$ cat config.mk
export PLATFORM = sky130hd
export DESIGN_NAME = nest_int_ctrl
export DESIGN_NICKNAME = d
export VERILOG_FILES = /design/src/rtl/nest_int_pkg.sv /design/src/rtl/nest_int_ctl.sv /design/src/rtl/nest_int_dp.sv /design/src/rtl/nest_int_ctrl.sv
export SDC_FILE = /design/constraint.sdc
export NUM_CORES = 1
export LEC_CHECK = 0
export BUFFER_PORTS_ARGS = -buffer_cell sky130_fd_sc_hd__buf_4
export CAP_MARGIN = 20
export CELL_PAD_IN_SITES_DETAIL_PLACEMENT = 1
export CELL_PAD_IN_SITES_GLOBAL_PLACEMENT = 1
export CORE_ASPECT_RATIO = 1.1
export CORE_MARGIN = 2
export CORE_UTILIZATION = 30
export DETAILED_ROUTE_END_ITERATION = 10
export PLACE_DENSITY_LB_ADDON = 0.1
export SYNTH_ARGS = -nofsm -noshare
export SYNTH_HDL_FRONTEND = slang
export SYNTH_SLANG_ARGS = --single-unit
$ cat constraint.sdc
create_clock -name clk -period 4.05 [get_ports clk]
set_clock_uncertainty 0.15 [all_clocks]
set_input_delay 0.405 -clock clk [delete_from_list [all_inputs] [get_ports clk]]
set_output_delay 0.405 -clock clk [all_outputs]
set_load 0.01 [all_outputs]
$ cat src/rtl/nest_int_pkg.sv
package nest_int_pkg;
  localparam int NUM_SRC = 12;
  localparam int NUM_LVL = 10;
  localparam int TYPE_W  = 8;
  localparam int VEC_W   = TYPE_W + 2;
  localparam int SRC_W   = $clog2(NUM_SRC);
  localparam int LVL_W   = $clog2(NUM_LVL + 1);
  localparam int EXT_LO  = 5;
  localparam int EXT_HI  = 9;

  // sources fed by held external levels rather than internal pulses
  localparam logic [NUM_SRC-1:0] LEVEL_SRC_MASK =
    NUM_SRC'(((1 << (EXT_HI + 1)) - 1) & ~((1 << EXT_LO) - 1));

  typedef struct packed {
    logic               grant;
    logic [SRC_W-1:0]   idx;
    logic [NUM_LVL-1:0] svcSet;
    logic [NUM_LVL-1:0] svcClr;
  } strobe_t;

  function automatic logic [TYPE_W-1:0] srcType(input logic [SRC_W-1:0] i);
    case (i)
      4'd0, 4'd1, 4'd2: srcType = 8'h08;
      4'd3:             srcType = 8'h0A;
      4'd4:             srcType = 8'h0B;
      4'd10:            srcType = 8'h11;
      4'd11:            srcType = 8'h14;
      default:          srcType = TYPE_W'(i) + 8'h07;
    endcase
  endfunction

  function automatic logic [LVL_W-1:0] srcLevel(input logic [SRC_W-1:0] i);
    case (i)
      4'd0, 4'd1, 4'd2: srcLevel = 4'd2;
      4'd10, 4'd11:     srcLevel = 4'd9;
      default:          srcLevel = LVL_W'(i);
    endcase
  endfunction
endpackage

$ cat src/rtl/nest_int_ctl.sv
module nest_int_ctl
  import nest_int_pkg::*;
(
  input  logic               intEnable,
  input  logic               eoi,
  input  logic [NUM_SRC-1:0] pending,
  input  logic [NUM_SRC-1:0] maskQ,
  input  logic [NUM_LVL-1:0] inSvc,
  output strobe_t            st
);
  logic [NUM_SRC-1:0] eligible;
  logic               winFound;
  logic [SRC_W-1:0]   winIdx;
  logic [LVL_W-1:0]   winLevel;
  logic [LVL_W-1:0]   hiSvc;
  logic               svcBusy;

  always_comb begin
    eligible = pending & ~maskQ;
    winFound = 1'b0;
    winIdx   = '0;
    // lowest index is most urgent; scan downward so it is taken last
    for (int i = NUM_SRC - 1; i >= 0; i--) begin
      if (eligible[i]) begin
        winFound = 1'b1;
        winIdx   = SRC_W'(i);
      end
    end
    hiSvc = LVL_W'(NUM_LVL);
    for (int l = NUM_LVL - 1; l >= 0; l--) begin
      if (inSvc[l]) hiSvc = LVL_W'(l);
    end
    svcBusy  = (hiSvc < LVL_W'(NUM_LVL));
    winLevel = srcLevel(winIdx);

    st.grant  = intEnable && winFound && (winLevel < hiSvc);
    st.idx    = winIdx;
    st.svcSet = st.grant ? (NUM_LVL'(1) << winLevel) : '0;
    st.svcClr = (eoi && svcBusy) ? (NUM_LVL'(1) << hiSvc) : '0;
  end
endmodule

$ cat src/rtl/nest_int_dp.sv
module nest_int_dp
  import nest_int_pkg::*;
(
  input  logic               clk,
  input  logic               rstN,
  input  logic [NUM_SRC-1:0] srcReq,
  input  logic               maskWr,
  input  logic [NUM_SRC-1:0] maskData,
  input  strobe_t            st,
  output logic [NUM_SRC-1:0] pending,
  output logic [NUM_SRC-1:0] maskQ,
  output logic [NUM_LVL-1:0] inSvc,
  output logic               grantValid,
  output logic [TYPE_W-1:0]  grantType,
  output logic [VEC_W-1:0]   grantVector,
  output logic [SRC_W-1:0]   grantSrc
);
  logic [NUM_SRC-1:0] reqLatch;
  logic [NUM_SRC-1:0] extSample;
  logic [NUM_SRC-1:0] grantClr;
  logic [TYPE_W-1:0]  nextType;

  assign grantClr = st.grant ? (NUM_SRC'(1) << st.idx) : '0;
  assign pending  = reqLatch | extSample;
  assign nextType = srcType(st.idx);

  always_ff @(posedge clk) begin
    if (!rstN) begin
      reqLatch    <= '0;
      extSample   <= '0;
      maskQ       <= '0;
      inSvc       <= '0;
      grantValid  <= 1'b0;
      grantType   <= '0;
      grantVector <= '0;
      grantSrc    <= '0;
    end else begin
      // a fresh pulse in the grant cycle survives the clear
      reqLatch   <= (reqLatch & ~grantClr) | (srcReq & ~LEVEL_SRC_MASK);
      extSample  <= srcReq & LEVEL_SRC_MASK;
      inSvc      <= (inSvc & ~st.svcClr) | st.svcSet;
      grantValid <= st.grant;
      if (maskWr) maskQ <= maskData;
      if (st.grant) begin
        grantType   <= nextType;
        grantVector <= {nextType, 2'b00};
        grantSrc    <= st.idx;
      end
    end
  end
endmodule

$ cat src/rtl/nest_int_ctrl.sv
module nest_int_ctrl
  import nest_int_pkg::*;
(
  input  logic               clk,
  input  logic               rstN,
  input  logic               intEnable,
  input  logic [NUM_SRC-1:0] srcReq,
  input  logic               maskWr,
  input  logic [NUM_SRC-1:0] maskData,
  input  logic               eoi,
  output logic               grantValid,
  output logic [TYPE_W-1:0]  grantType,
  output logic [VEC_W-1:0]   grantVector,
  output logic [SRC_W-1:0]   grantSrc
);
  strobe_t            st;
  logic [NUM_SRC-1:0] pending;
  logic [NUM_SRC-1:0] maskQ;
  logic [NUM_LVL-1:0] inSvc;

  nest_int_ctl ctl_i (
    .intEnable(intEnable),
    .eoi      (eoi),
    .pending  (pending),
    .maskQ    (maskQ),
    .inSvc    (inSvc),
    .st       (st)
  );

  nest_int_dp dp_i (
    .clk        (clk),
    .rstN       (rstN),
    .srcReq     (srcReq),
    .maskWr     (maskWr),
    .maskData   (maskData),
    .st         (st),
    .pending    (pending),
    .maskQ      (maskQ),
    .inSvc      (inSvc),
    .grantValid (grantValid),
    .grantType  (grantType),
    .grantVector(grantVector),
    .grantSrc   (grantSrc)
  );
endmodule

After elaboration in Yosys (flattened, before gate mapping):

Cells that the tools add are included.
Widths: inputs -> output; s select.

* bits in registers: 59
* input port bits: 29
* output and inout bits: 23
* word-level logic and storage cells: 74

* add/sub/neg operators: 1
* order comparisons: 2
* equality and inequality tests: 6
* shift-type cells: 3
* multiplexer cells: 39
* bitwise logic cells: 9
* reduce and logical (&&, ||, !) cells: 6

Operators with widths (number)
* $mux 4: 20
* $pmux 8 s5: 1
* $and 12x12->12: 2
* $not 12->12: 2
* $or 12x12->12: 2
* $mux 10: 2
* $shl 1x4->10 const A: 2
* $mux 1: 12
* $mux 12: 1
* $shl 1x4->12 const A: 1
* $and 10x10->10: 1
* $not 10->10: 1
* $or 10x10->10: 1
* $eq 4x2->1 const B: 2
* $eq 4x4->1 const B: 2
* $pmux 4 s2: 1
* $add 4x3->5 const B: 1
* $eq 4x1->1 const B: 1
* $eq 4x3->1 const B: 1
* $logic_not 4->1: 1
* $lt 4x4->1: 1
* $lt 4x4->1 const B: 1
* $mux 2: 2
* $logic_and 1x1->1: 3
* other kinds (2): 2

Depth between registers and ports, before layout:

* depth after elaboration: 23
* depth in mapped cells: 17
* depth with buffers taken out: 14

Hierarchy:

From an unflattened synthesis, not the netlist that was laid out.

* cell total of the unflattened synthesis: 340
* area total of the unflattened synthesis: 2902.8 sq um

Modules (own cells, without submodules)
* nest_int_dp: instances 1, cells each 230, area an instance 2059.5 sq um, seq. area each 980.9 sq um
* nest_int_ctl: instances 1, cells each 110, area an instance 843.3 sq um, seq. area each 0.0 sq um

Worst setup path after synthesis:

Ideal clock, no wire load.

* kind: flip-flop to flip-flop
* start: register dp_i.reqLatch[10]
* end: register dp_i.inSvc[9]
* library setup time: 115 ps
* arrival time: 3100 ps
* required time: 3785 ps
* setup slack: 686 ps
* cell stages (with the launch flop): 17
* buffers on the path: 2
* clock period less this slack: 3364 ps
* cell sequence: dfxtp_1 nor2b_4 o221ai_2 a31oi_1 o21ai_4 inv_2 ha_1 clkbuf_1 o31a_2 o22ai_2 ha_1 a311o_1 nor2_1 a31o_1 buf_6 nor4b_1 o21a_1

RTL lines
* start: declaration: line nest_int_dp.sv:18 `logic [NUM_SRC-1:0] reqLatch;`
* start signal: assignment: line nest_int_dp.sv:39 `reqLatch <= (reqLatch & ~grantClr) | (srcReq & ~LEVEL_SRC_MASK);`
* end signal: assignment: line nest_int_dp.sv:41 `inSvc <= (inSvc & ~st.svcClr) | st.svcSet;`
* end: declaration: line nest_int_dp.sv:12 `output logic [NUM_LVL-1:0] inSvc,`

==> metrics.txt <==
outcome=finished, final reports clean; Area after DPL=between 3000 and 4000 um2; antenna violations before repair=0; first-pass GRT wire length=about 11000 um; async set-or-reset flop fraction in the synthesized netlist=0; VDD IR max=~0.00026 V; core area=~8800 um2; Hold Path Class=input pin to register; CTS tree=yes; fin. max-slew vios=0; Placed Instances=around 440; Clk Latency, worst-skew pair=0.31 ns; setup violators final=0; Avg Vias per Cell=4.78; Final min period=about 3.6 ns; number of H-tree levels=2; final instance area=about 3200 um2; CTS buffer count=5; GRT Residual Overflow=0; Setup crit start kind=register; RSZ-0062 raised after global routing=false; Routed WL=a little under 7000 um; Post-DP HPWL=just over 5000 um; WL/cell=15.2 um; Setup WS post-layout=about 0.45 ns; internal power=0.000997 W; slew of the pin with the lowest slew margin=approximately 0.68 ns; Post-Layout Cell Count=approximately 440; Area Growth Syn to Fin=17.0%; prevailing post-synth register cell=dfxtp_1; Worst slew margin=0.546; library cells used by synthesis=67; Core Util, Final=0.359; crit end category=register; GR Util met1=0.206; Post-DRT Antenna Nets=0; Critical Path AT=approximately 3.7 ns; largest net degree at the start of global routing=52; Req. time, crit path=4.14 ns; GRT busiest layer=met2; sequential area share after synthesis=0.364; kind of critical path=register to register; Die Width=~94 um; Seq pwr share=0.369; Ys Warns=0; Yosys reg bits=49; Total Routing Usage GR=0.147; CTS Sinks=a little under 50; clk buf depth=2; # nets final=between 300 and 400; max cap viols=0; fin crit share=0.888; port bufs=43; Max FO, Critical Path=9; met3 Use GR=0.0225; Max Fclk=0.278 GHz; combinational group share of total power=0.436; average cell area after synthesis=about 9 um2; Starting Density=0.307; residual DRC count=0; Mapped Area=~2700 um2; DR vias=around 2100; Reg clk slew, reported paths=0.10 ns; die area=9760 um2; Antenna Diode Count=0; Starting DRT DRC Count=45; met2 GRT Util=0.237; setup TNS=0 ns; share of cells above drive strength 1=0.255; final hold violation count=0; Post-synth EDFFs=0; vias in the first global route=around 2200; routability cong.=about 0.76; post-cts hold buffer count=0; sw power=slightly above 0.0006 W; Syn Inst Count=approximately 300; worst slack, placed=~0.36 ns; # rows=36; clock share of power=0.195; I/O Pins=52; Die H=103 um; Power Dens Cells=a little over 500 nW/um2; Root Driver=clkbuf_8; Pleak=between 1 and 1.5 nW; sw frac=0.381; DR pass1 iterations=4
[layout make-up]
class	instances	area (um2)
Fill cell	1053	5630
Clock buffer	6	82.6
Sequential cell	49	981
Timing Repair Buffer	49	368
Inverter	10	37.5
Tap cell	114	143
Multi-Input combinational cell	214	1530
Clock inverter	2	13.8
[per-layer routing]
layer  part of all wire  routed length [um]  vias to the layer above
li1                   -                   -                     1091
met1               0.51                3450                      989
met2               0.44                2970                       36
met3              0.035                 236                        6
met4              0.011                  74                        0
met5                  0                   0                        -
[worst max-delay path: stages, from the launching register on]
cell,delay [ns]
dfxtp_1,0.34
nand2b_1,0.18
o21ai_0,0.27
a21oi_1,0.14
o22ai_2,0.20
inv_1,0.10
ha_1,0.31
a21oi_1,0.20
o22ai_2,0.09
ha_1,0.23
a311o_1,0.28
nor2_1,0.12
a31o_2,0.30
buf_4,0.21
nor4b_1,0.25
o21a_1,0.17
[cells by family after synthesis]
kind of cell    after synthesis  synth area share
mux                          16            0.0594
buf+inv                      36            0.0789
flops                        49             0.364
other cells                   1           0.00139
xor+xnor                      1           0.00325
fa+ha+maj                     4            0.0186
compound gates               85             0.250
simple gates                100             0.225
[through the flow]
step                total power, W  hold WS, ns
global route               0.00175        0.156
floorplan                  0.00114        0.262
finish                     0.00161        0.160
CTS                        0.00164        0.148
global placement           0.00131        0.275
detailed placement         0.00132        0.278
[final timing paths]
kind                                  startpoint           endpoint  slack [ns]  cells past startpoint
worst max-delay path              dp_i.maskQ[11]      dp_i.inSvc[9]        0.45                     15
worst min-delay path                   srcReq[5]  dp_i.extSample[5]        0.16                      2
worst max register to register    dp_i.maskQ[11]      dp_i.inSvc[9]        0.45                     15
worst min register to register  dp_i.reqLatch[8]   dp_i.reqLatch[8]        0.29                      2
[placed cells by master (no fill, tap or decap), types with 2 or more instances in the layout]
cell / synthesis / final
dfxtp_1: 49 / 49
buf_4: 13 / 49
nor2b_1: 21 / 21
nand2_1: 21 / 21
a21oi_1: 18 / 18
o21ai_0: 16 / 16
mux2i_1: 16 / 16
nor2_1: 15 / 15
inv_1: 8 / 8
conb_1: 1 / 8
o21a_1: 7 / 7
and2_1: 7 / 7
a31oi_1: 6 / 6
clkbuf_8: 0 / 6
nand2b_1: 5 / 5
nor3_1: 5 / 5
nand3_1: 4 / 4
ha_1: 4 / 4
nand2b_2: 3 / 3
o21bai_4: 3 / 3
o31ai_1: 3 / 3
nor4b_1: 3 / 3
inv_2: 2 / 2
nor2b_4: 2 / 2
o22ai_2: 2 / 2
nor4_1: 2 / 2
o21bai_1: 2 / 2
nor3b_1: 2 / 2
a21boi_0: 2 / 2
o211ai_1: 2 / 2
a21boi_1: 2 / 2
a2bb2oi_1: 2 / 2
[sequential cells by signal, indices dropped and copies added, names as in the netlist]
name and cells:
dp_i.extSample 5, dp_i.grantSrc 4, dp_i.grantType 5, dp_i.grantValid 1, dp_i.inSvc 10, dp_i.maskQ 12, dp_i.reqLatch 12
[power groups by stage]
stage / Clock [W] / Combinational [W] / Sequential [W]
after detailed placement: 0 / 0.000711 / 0.000608
after CTS: 0.000330 / 0.000714 / 0.000597
after floorplan: 0 / 0.000530 / 0.000610
after global routing: 0.000348 / 0.000792 / 0.000606
final: 0.000313 / 0.000702 / 0.000595
after global placement: 0 / 0.000706 / 0.000607
[synth_stat cells, drive strengths merged (2+ instances only)]
cell / count / share of area
o311ai: 3 / 0.016
nor4b: 3 / 0.0097
nor4: 3 / 0.013
buf: 19 / 0.055
a31oi: 6 / 0.014
nand3: 4 / 0.0074
nand2b: 8 / 0.021
ha: 4 / 0.019
nand4: 2 / 0.010
clkbuf: 7 / 0.0097
a2bb2oi: 2 / 0.0065
o2111ai: 2 / 0.015
nor2: 15 / 0.021
and2: 8 / 0.019
o31a: 2 / 0.0070
o21bai: 6 / 0.031
o31ai: 4 / 0.013
a21oi: 18 / 0.033
o211ai: 2 / 0.0056
a21boi: 4 / 0.011
inv: 10 / 0.014
nor3: 5 / 0.0093
nor3b: 3 / 0.013
nand2: 22 / 0.032
o21a: 7 / 0.019
nor2b: 23 / 0.059
o22ai: 3 / 0.012
dfxtp: 49 / 0.36
mux2i: 16 / 0.059
o21ai: 19 / 0.041
[repair_timing]
item	CTS	global route
setup buffers	0	0
gates resized for setup	0	1
endpoints found under the setup margin	0	1
No activity file was read; power rests on OpenSTA's default activity.
